`src/rtl/irq_pkg.sv`:
```
package irq_pkg;
    localparam int NUM_IRQ = 8;
    localparam int ADDR_W  = 16;
    localparam int DATA_W  = 16;
    localparam int CCR_W   = 8;
    localparam int IBIT    = 7;
    localparam int SLOTS   = NUM_IRQ + 1;
    localparam int SLOT_W  = $clog2(SLOTS);
    localparam int WORD_B  = DATA_W / 8;

    typedef enum logic [2:0] {
        ST_IDLE,
        ST_PUSH_PC,
        ST_PUSH_CCR,
        ST_VECTOR,
        ST_LOAD
    } seq_state_e;

    typedef struct packed {
        logic [SLOT_W-1:0] slot;
        logic [ADDR_W-1:0] ret_pc;
        logic [CCR_W-1:0]  ccr;
    } entry_ctx_t;

    function automatic logic [ADDR_W-1:0] vector_addr(input logic [SLOT_W-1:0] s);
        return ADDR_W'(s) * ADDR_W'(WORD_B);
    endfunction
endpackage

```
`src/rtl/irq_nmi_latch.sv`:
```
module irq_nmi_latch
    import irq_pkg::*;
(
    input  logic clk,
    input  logic rst,
    input  logic nmi_in,
    input  logic clr,
    output logic pend
);
    logic nmi_q;
    logic rise;

    assign rise = nmi_in && !nmi_q;

    always_ff @(posedge clk) begin
        if (rst) begin
            nmi_q <= 1'b0;
            pend  <= 1'b0;
        end else begin
            nmi_q <= nmi_in;
            pend  <= rise || (pend && !clr);
        end
    end

    p_nmi_hold_r1: assert property (@(posedge clk) disable iff (rst)
        (pend && !clr) |=> pend);
    p_nmi_clear_r1: assert property (@(posedge clk) disable iff (rst)
        (clr && !rise) |=> !pend);
endmodule

```
`src/rtl/irq_prio_pick.sv`:
```
module irq_prio_pick
    import irq_pkg::*;
(
    input  logic               nmi_pend,
    input  logic [NUM_IRQ-1:0] irq_req,
    input  logic [NUM_IRQ-1:0] irq_en,
    input  logic               i_mask,
    output logic               win_valid,
    output logic [SLOT_W-1:0]  win_slot
);
    logic [NUM_IRQ-1:0] live;

    for (genvar g = 0; g < NUM_IRQ; g++) begin : g_live
        assign live[g] = irq_req[g] && irq_en[g] && !i_mask;
    end

    always_comb begin
        win_valid = 1'b0;
        win_slot  = '0;
        for (int i = NUM_IRQ - 1; i >= 0; i--) begin
            if (live[i]) begin
                win_valid = 1'b1;
                win_slot  = SLOT_W'(i + 1);
            end
        end
        if (nmi_pend) begin
            win_valid = 1'b1;
            win_slot  = '0;
        end
    end
endmodule

```
`src/rtl/irq_entry_fsm.sv`:
```
module irq_entry_fsm
    import irq_pkg::*;
(
    input  logic              clk,
    input  logic              rst,
    input  logic              insn_done,
    input  logic              ccr_write,
    input  logic              win_valid,
    input  logic [SLOT_W-1:0] win_slot,
    input  logic [ADDR_W-1:0] next_pc,
    input  logic [CCR_W-1:0]  ccr_in,
    input  logic [ADDR_W-1:0] sp_in,
    input  logic [DATA_W-1:0] mem_rdata,
    output logic              accept,
    output logic              busy,
    output logic [SLOT_W-1:0] src_slot,
    output logic              mem_req,
    output logic              mem_we,
    output logic [ADDR_W-1:0] mem_addr,
    output logic [DATA_W-1:0] mem_wdata,
    output logic              ccr_we,
    output logic [CCR_W-1:0]  ccr_out,
    output logic              sp_we,
    output logic [ADDR_W-1:0] sp_out,
    output logic              pc_load,
    output logic [ADDR_W-1:0] pc_new
);
    localparam logic [ADDR_W-1:0] STEP = ADDR_W'(WORD_B);

    seq_state_e        state;
    entry_ctx_t        ctx;
    logic [ADDR_W-1:0] sp_cur;

    assign accept   = (state == ST_IDLE) && insn_done && !ccr_write && win_valid;
    assign busy     = (state != ST_IDLE);
    assign src_slot = ctx.slot;

    always_ff @(posedge clk) begin
        if (rst) begin
            state  <= ST_IDLE;
            ctx    <= '0;
            sp_cur <= '0;
        end else begin
            unique case (state)
                ST_IDLE: if (accept) begin
                    ctx.slot   <= win_slot;
                    ctx.ret_pc <= next_pc;
                    ctx.ccr    <= ccr_in;
                    sp_cur     <= sp_in;
                    state      <= ST_PUSH_PC;
                end
                ST_PUSH_PC: begin
                    sp_cur <= sp_cur - STEP;
                    state  <= ST_PUSH_CCR;
                end
                ST_PUSH_CCR: begin
                    sp_cur <= sp_cur - STEP;
                    state  <= ST_VECTOR;
                end
                ST_VECTOR: state <= ST_LOAD;
                ST_LOAD:   state <= ST_IDLE;
                default:   state <= ST_IDLE;
            endcase
        end
    end

    always_comb begin
        mem_req   = 1'b0;
        mem_we    = 1'b0;
        mem_addr  = '0;
        mem_wdata = '0;
        ccr_we    = 1'b0;
        ccr_out   = ctx.ccr;
        sp_we     = 1'b0;
        sp_out    = sp_cur;
        pc_load   = 1'b0;
        pc_new    = '0;
        unique case (state)
            ST_PUSH_PC: begin
                mem_req   = 1'b1;
                mem_we    = 1'b1;
                mem_addr  = sp_cur - STEP;
                mem_wdata = DATA_W'(ctx.ret_pc);
            end
            ST_PUSH_CCR: begin
                mem_req   = 1'b1;
                mem_we    = 1'b1;
                mem_addr  = sp_cur - STEP;
                mem_wdata = DATA_W'(ctx.ccr);
            end
            ST_VECTOR: begin
                mem_req  = 1'b1;
                mem_addr = vector_addr(ctx.slot);
                ccr_we   = 1'b1;
                ccr_out  = ctx.ccr | CCR_W'(1 << IBIT);
                sp_we    = 1'b1;
            end
            ST_LOAD: begin
                pc_load = 1'b1;
                pc_new  = ADDR_W'(mem_rdata);
            end
            default: ;
        endcase
    end

    p_accept_busy_r5: assert property (@(posedge clk) disable iff (rst)
        accept |=> busy);
    p_boundary_only_r5: assert property (@(posedge clk) disable iff (rst)
        (!busy && !insn_done) |=> !busy);
    p_ccrwr_block_r6: assert property (@(posedge clk) disable iff (rst)
        (!busy && ccr_write) |=> !busy);
    p_mask_r4: assert property (@(posedge clk) disable iff (rst)
        (accept && ccr_in[IBIT]) |=> (src_slot == '0));
    p_push_order_r7: assert property (@(posedge clk) disable iff (rst)
        (mem_req && mem_we && $past(!busy)) |=> (mem_we && mem_addr == $past(mem_addr) - STEP));
    p_ibit_set_r8: assert property (@(posedge clk) disable iff (rst)
        ccr_we |-> (ccr_out[IBIT] && sp_we));
    p_vec_even_r9: assert property (@(posedge clk) disable iff (rst)
        (mem_req && !mem_we) |-> (mem_addr[0] == 1'b0));
    p_load_after_read_r9: assert property (@(posedge clk) disable iff (rst)
        pc_load |-> $past(mem_req && !mem_we));
    p_release_r10: assert property (@(posedge clk) disable iff (rst)
        pc_load |=> !busy);
    p_single_strobe_r8: assert property (@(posedge clk) disable iff (rst)
        $onehot0({mem_we, pc_load, ccr_we}));
endmodule

```
`src/rtl/irq_entry_seq.sv`:
```
module irq_entry_seq
    import irq_pkg::*;
(
    input  logic               clk,
    input  logic               rst,
    input  logic               nmi_in,
    input  logic [NUM_IRQ-1:0] irq_req,
    input  logic [NUM_IRQ-1:0] irq_en,
    input  logic               insn_done,
    input  logic               ccr_write,
    input  logic [ADDR_W-1:0]  next_pc,
    input  logic [CCR_W-1:0]   ccr_in,
    input  logic [ADDR_W-1:0]  sp_in,
    input  logic [DATA_W-1:0]  mem_rdata,
    output logic               busy,
    output logic [SLOT_W-1:0]  src_slot,
    output logic               mem_req,
    output logic               mem_we,
    output logic [ADDR_W-1:0]  mem_addr,
    output logic [DATA_W-1:0]  mem_wdata,
    output logic               ccr_we,
    output logic [CCR_W-1:0]   ccr_out,
    output logic               sp_we,
    output logic [ADDR_W-1:0]  sp_out,
    output logic               pc_load,
    output logic [ADDR_W-1:0]  pc_new
);
    logic              nmi_pend;
    logic              nmi_clr;
    logic              win_valid;
    logic [SLOT_W-1:0] win_slot;
    logic              accept;

    assign nmi_clr = accept && (win_slot == '0);

    irq_nmi_latch u_nmi (
        .clk    (clk),
        .rst    (rst),
        .nmi_in (nmi_in),
        .clr    (nmi_clr),
        .pend   (nmi_pend)
    );

    irq_prio_pick u_pick (
        .nmi_pend  (nmi_pend),
        .irq_req   (irq_req),
        .irq_en    (irq_en),
        .i_mask    (ccr_in[IBIT]),
        .win_valid (win_valid),
        .win_slot  (win_slot)
    );

    irq_entry_fsm u_fsm (
        .clk       (clk),
        .rst       (rst),
        .insn_done (insn_done),
        .ccr_write (ccr_write),
        .win_valid (win_valid),
        .win_slot  (win_slot),
        .next_pc   (next_pc),
        .ccr_in    (ccr_in),
        .sp_in     (sp_in),
        .mem_rdata (mem_rdata),
        .accept    (accept),
        .busy      (busy),
        .src_slot  (src_slot),
        .mem_req   (mem_req),
        .mem_we    (mem_we),
        .mem_addr  (mem_addr),
        .mem_wdata (mem_wdata),
        .ccr_we    (ccr_we),
        .ccr_out   (ccr_out),
        .sp_we     (sp_we),
        .sp_out    (sp_out),
        .pc_load   (pc_load),
        .pc_new    (pc_new)
    );
endmodule

```
`config.mk`:
```
export PLATFORM = sky130hd
export DESIGN_NAME = irq_entry_seq
export DESIGN_NICKNAME = d
export VERILOG_FILES = /design/src/rtl/irq_pkg.sv /design/src/rtl/irq_nmi_latch.sv /design/src/rtl/irq_prio_pick.sv /design/src/rtl/irq_entry_fsm.sv /design/src/rtl/irq_entry_seq.sv
export SDC_FILE = /design/constraint.sdc
export NUM_CORES = 1
export LEC_CHECK = 0
export ABC_CLOCK_PERIOD_IN_PS = 3800
export BUFFER_PORTS_ARGS = -buffer_cell sky130_fd_sc_hd__buf_2
export CORE_MARGIN = 3
export CORE_UTILIZATION = 30
export CTS_BUF_LIST = sky130_fd_sc_hd__clkbuf_16
export CTS_CLUSTER_SIZE = 40
export DETAILED_ROUTE_END_ITERATION = 16
export GPL_TIMING_DRIVEN = 0
export PLACE_DENSITY = 0.67
export SYNTH_ARGS = -nofsm -noshare
export SYNTH_HDL_FRONTEND = slang
export SYNTH_SLANG_ARGS = --single-unit
```
`constraint.sdc`:
```
create_clock -name clk -period 3.8 [get_ports clk]
set_input_delay 0.19 -clock clk [delete_from_list [all_inputs] [get_ports clk]]
set_output_delay 0.19 -clock clk [all_outputs]
set_load 0.1 [all_outputs]
```
==> results.ini <==
[power_and_ir_drop]
power_density_nw_per_um2 = 549
irDropWorstVdd_uv = 351
leakage_nw = 1.97

[critical_path]
worst_ep_required_time_ns = 3.61
worst-setup-path-type = reg -> out
crit_path_cell_trace = inv_1 -> ha_1 -> or4b_1 -> clkbuf_1 -> nor4_2 -> nand2_1 -> xor2_1 -> nor2_1 -> buf_2
worst_path_dominant_cell_family = simple AND/OR/NAND/NOR gates
cp-start-kind = flip-flop
max_stage_delay_ns = 0.44
cell_with_the_largest_stage_delay_on_the_worst_path = sky130_fd_sc_hd__or4b_1
endpoint_kind = primary output
reg2reg_setup_slack_ns = 1.43
crit_arrival_ns = 2.92
path_max_fanout = 7
critical_path.n_buffers_inverters = 3

[place]
place.detailed.hpwl_mm = 7.57
numPlacedInstances = 648
io_buffer_count = 157
weighted_congestion_at_the_end_of_routability_driven_global_placement = 0.852

[clock_tree]
post_cts_hold_buffer_count = 0
clock_sinks = 49
cts-buffers-inserted = 5
clockRootBuffer = sky130_fd_sc_hd__clkbuf_16
cts-root-to-sink-buffers = 2
clock_tree_from_tritoncts = built
path_clk_slew_ns = 0.07
cts.htree.levels = 2
post_cts.resized_instances = 0
cts_setup_buffers = 0
clock_latency_ns = 0.28

[sta]
setup_viol = 0
period_needed_ns = 3.11
fin_skew_ns = 0.00344
fin_tns_setup_ns = 0
maxSlewHeadroom = 0.583
setup_repair_after_global_routing_missed_its_margin = no
fmax_mhz = 322
max_slew.worst_pin.slew_ns = 0.625
finalCritPeriodShare = 0.817
maxSlewViolCount = 0
final.hold.worst_slack_ns = 0.137
timing.final.hold_violations = 0

[routing]
final_wirelength_mm = 9.68
drtPass1Iterations = 4
drtIter0Drc = 160
detail-route-antenna-nets = 0
route.detailed.drc = 0
detailroute.via_count = 3238
routed_wl_per_cell_um = 14.8
via_per_inst = 4.94

[logic_synthesis]
seq_area_frac_synth = 0.351
syn_avg_cell_area_um2 = 7.30
ys_types = 50
synthesis.nets = 461
post_synth_instance_area_um2 = 2800
postSynthCellCount = 383
yosys_register_bits = 49
asyncSetResetFlopFracSynth = 0
ys.warnings.count = 0
synth_top_flop_cell = sky130_fd_sc_hd__dfxtp_1
synth_enable_flop_cells = 0

[grt]
groute.usage.overall = 0.177
grt_max_degree = 15
routing_layer_with_the_top_usage_in_global_route = met2
grt_antenna_before_repair = 0
met3_usage = 0.0291
grt-ovfl-total = 0
grt_use_met1 = 0.230
grt_pass1_wl_mm = 14.6
grtUsageMet2 = 0.301
grt_pass1_vias = 2955

[final_layout]
finalNetCount = 625
layout-drive-gt1-share = 0.364
layout.filler_cells = 927
antenna-diode-count = 0
final_cell_count_no_fill = 655
most-common-layout-cells = 164 x sky130_fd_sc_hd__buf_2, 85 x sky130_fd_sc_hd__nand2_1, 49 x sky130_fd_sc_hd__dfxtp_1
leading_cell_type_in_the_layout_fill_and_taps_excluded = sky130_fd_sc_hd__buf_2
synthToLayoutAreaGrowth_pct = 38.6

[floorplan]
initial_utilization = 0.315
floorplan.die_area_um2 = 10500
fp.dieW_um = 103
rows = 34
io_pins = 159
die_height_um = 103
core_region_area_um2 = 8890

[flow_run]
maxCapViolCount = 0

[worst_hold_path]
hold_class = in -> reg

[status]
status = finished clean

synthesized netlist by cell type, drive strengths merged (6+ instances only):
library cell,instances,area (um2)
a21oi,38,190
a22oi,9,67.6
a31oi,11,68.8
and2,11,68.8
and3,16,100
buf,22,144
clkbuf,18,68.8
dfxtp,49,981
inv,11,41.3
nand2,85,319
nand3,9,45.0
nor2,27,101
o21ai,7,35.0
or2,6,37.5
xnor2,11,96.3
flip-flops by register name, summed over array words and instances (netlist names):
signal          count
u_fsm.state         3
u_fsm.sp_out       16
u_nmi.nmi_q         1
u_fsm.src_slot      4
u_fsm.ctx          24
u_nmi.pend          1
cells by family after synthesis:
kind of cell,share of synthesized area
AOI/OAI and AO/OA,0.188
DFF,0.351
xor gates and xnor gates,0.0376
buffers and inverters,0.0908
and+or+nand+nor,0.317
adders and majority gates,0.00447
muxes,0.0116
power by group:
part,switching (mW),total (mW),internal (mW),leakage [nW]
combinational,0.774,1.02,0.248,1.49
clock,0.190,0.496,0.306,0.0797
sequential,0.0540,0.613,0.559,0.400
total,1.02,2.13,1.11,1.97
metrics by stage:
| stage | power, mW | utilization | setup slack, ns | area [um2] |
|---|---|---|---|---|
| final | 2.13 | 0.436 | 0.694 | 3880 |
| after detailed placement | 1.65 | 0.418 | 1.04 | 3720 |
| after global placement | 1.64 | 0.418 | 1.03 | 3720 |
| after floorplan | 1.45 | - | 0.0490 | 2800 |
| after CTS | 2.15 | 0.436 | 0.718 | 3880 |
| after global routing | 2.24 | 0.436 | 0.445 | 3880 |
worst paths after layout:
kind	startpoint	end	depth (start not counted)
worst max-delay path	u_fsm.sp_out[1]	mem_addr[15]	9
worst min-delay path	ccr_in[3]	u_fsm.ctx[3]	3
worst max register to register	u_fsm.sp_out[1]	u_fsm.sp_out[15]	8
worst min register to register	u_fsm.ctx[19]	u_fsm.ctx[19]	2
worst register-to-register path, delay by kind of cell (launching register included):
kind | cells | cell delay, ns
and+or+nand+nor | 3 | 1.07
DFF | 1 | 0.38
AOI/OAI and AO/OA | 2 | 0.34
adders and majority gates | 1 | 0.21
buffers and inverters | 2 | 0.28
final cells by class:
class | instances | area [um2] | area share
Clock inverter | 2 | 35.0 | 0.00903
Timing Repair Buffer | 157 | 786 | 0.203
Multi-Input combinational cell | 283 | 1560 | 0.403
Tap cell | 108 | 135 | 0.0348
Clock buffer | 5 | 125 | 0.0323
Sequential cell | 49 | 981 | 0.253
Buffer | 40 | 213 | 0.0548
Inverter | 11 | 41.3 | 0.0106
metal layers:
metal	wire, um	vias up	part of all wire
met3	672	13	0.069
met1	4350	1466	0.45
met5	0	-	0
met2	4510	140	0.47
met4	140	0	0.014
li1	-	1619	-
No activity file was read; power rests on OpenSTA's default activity.
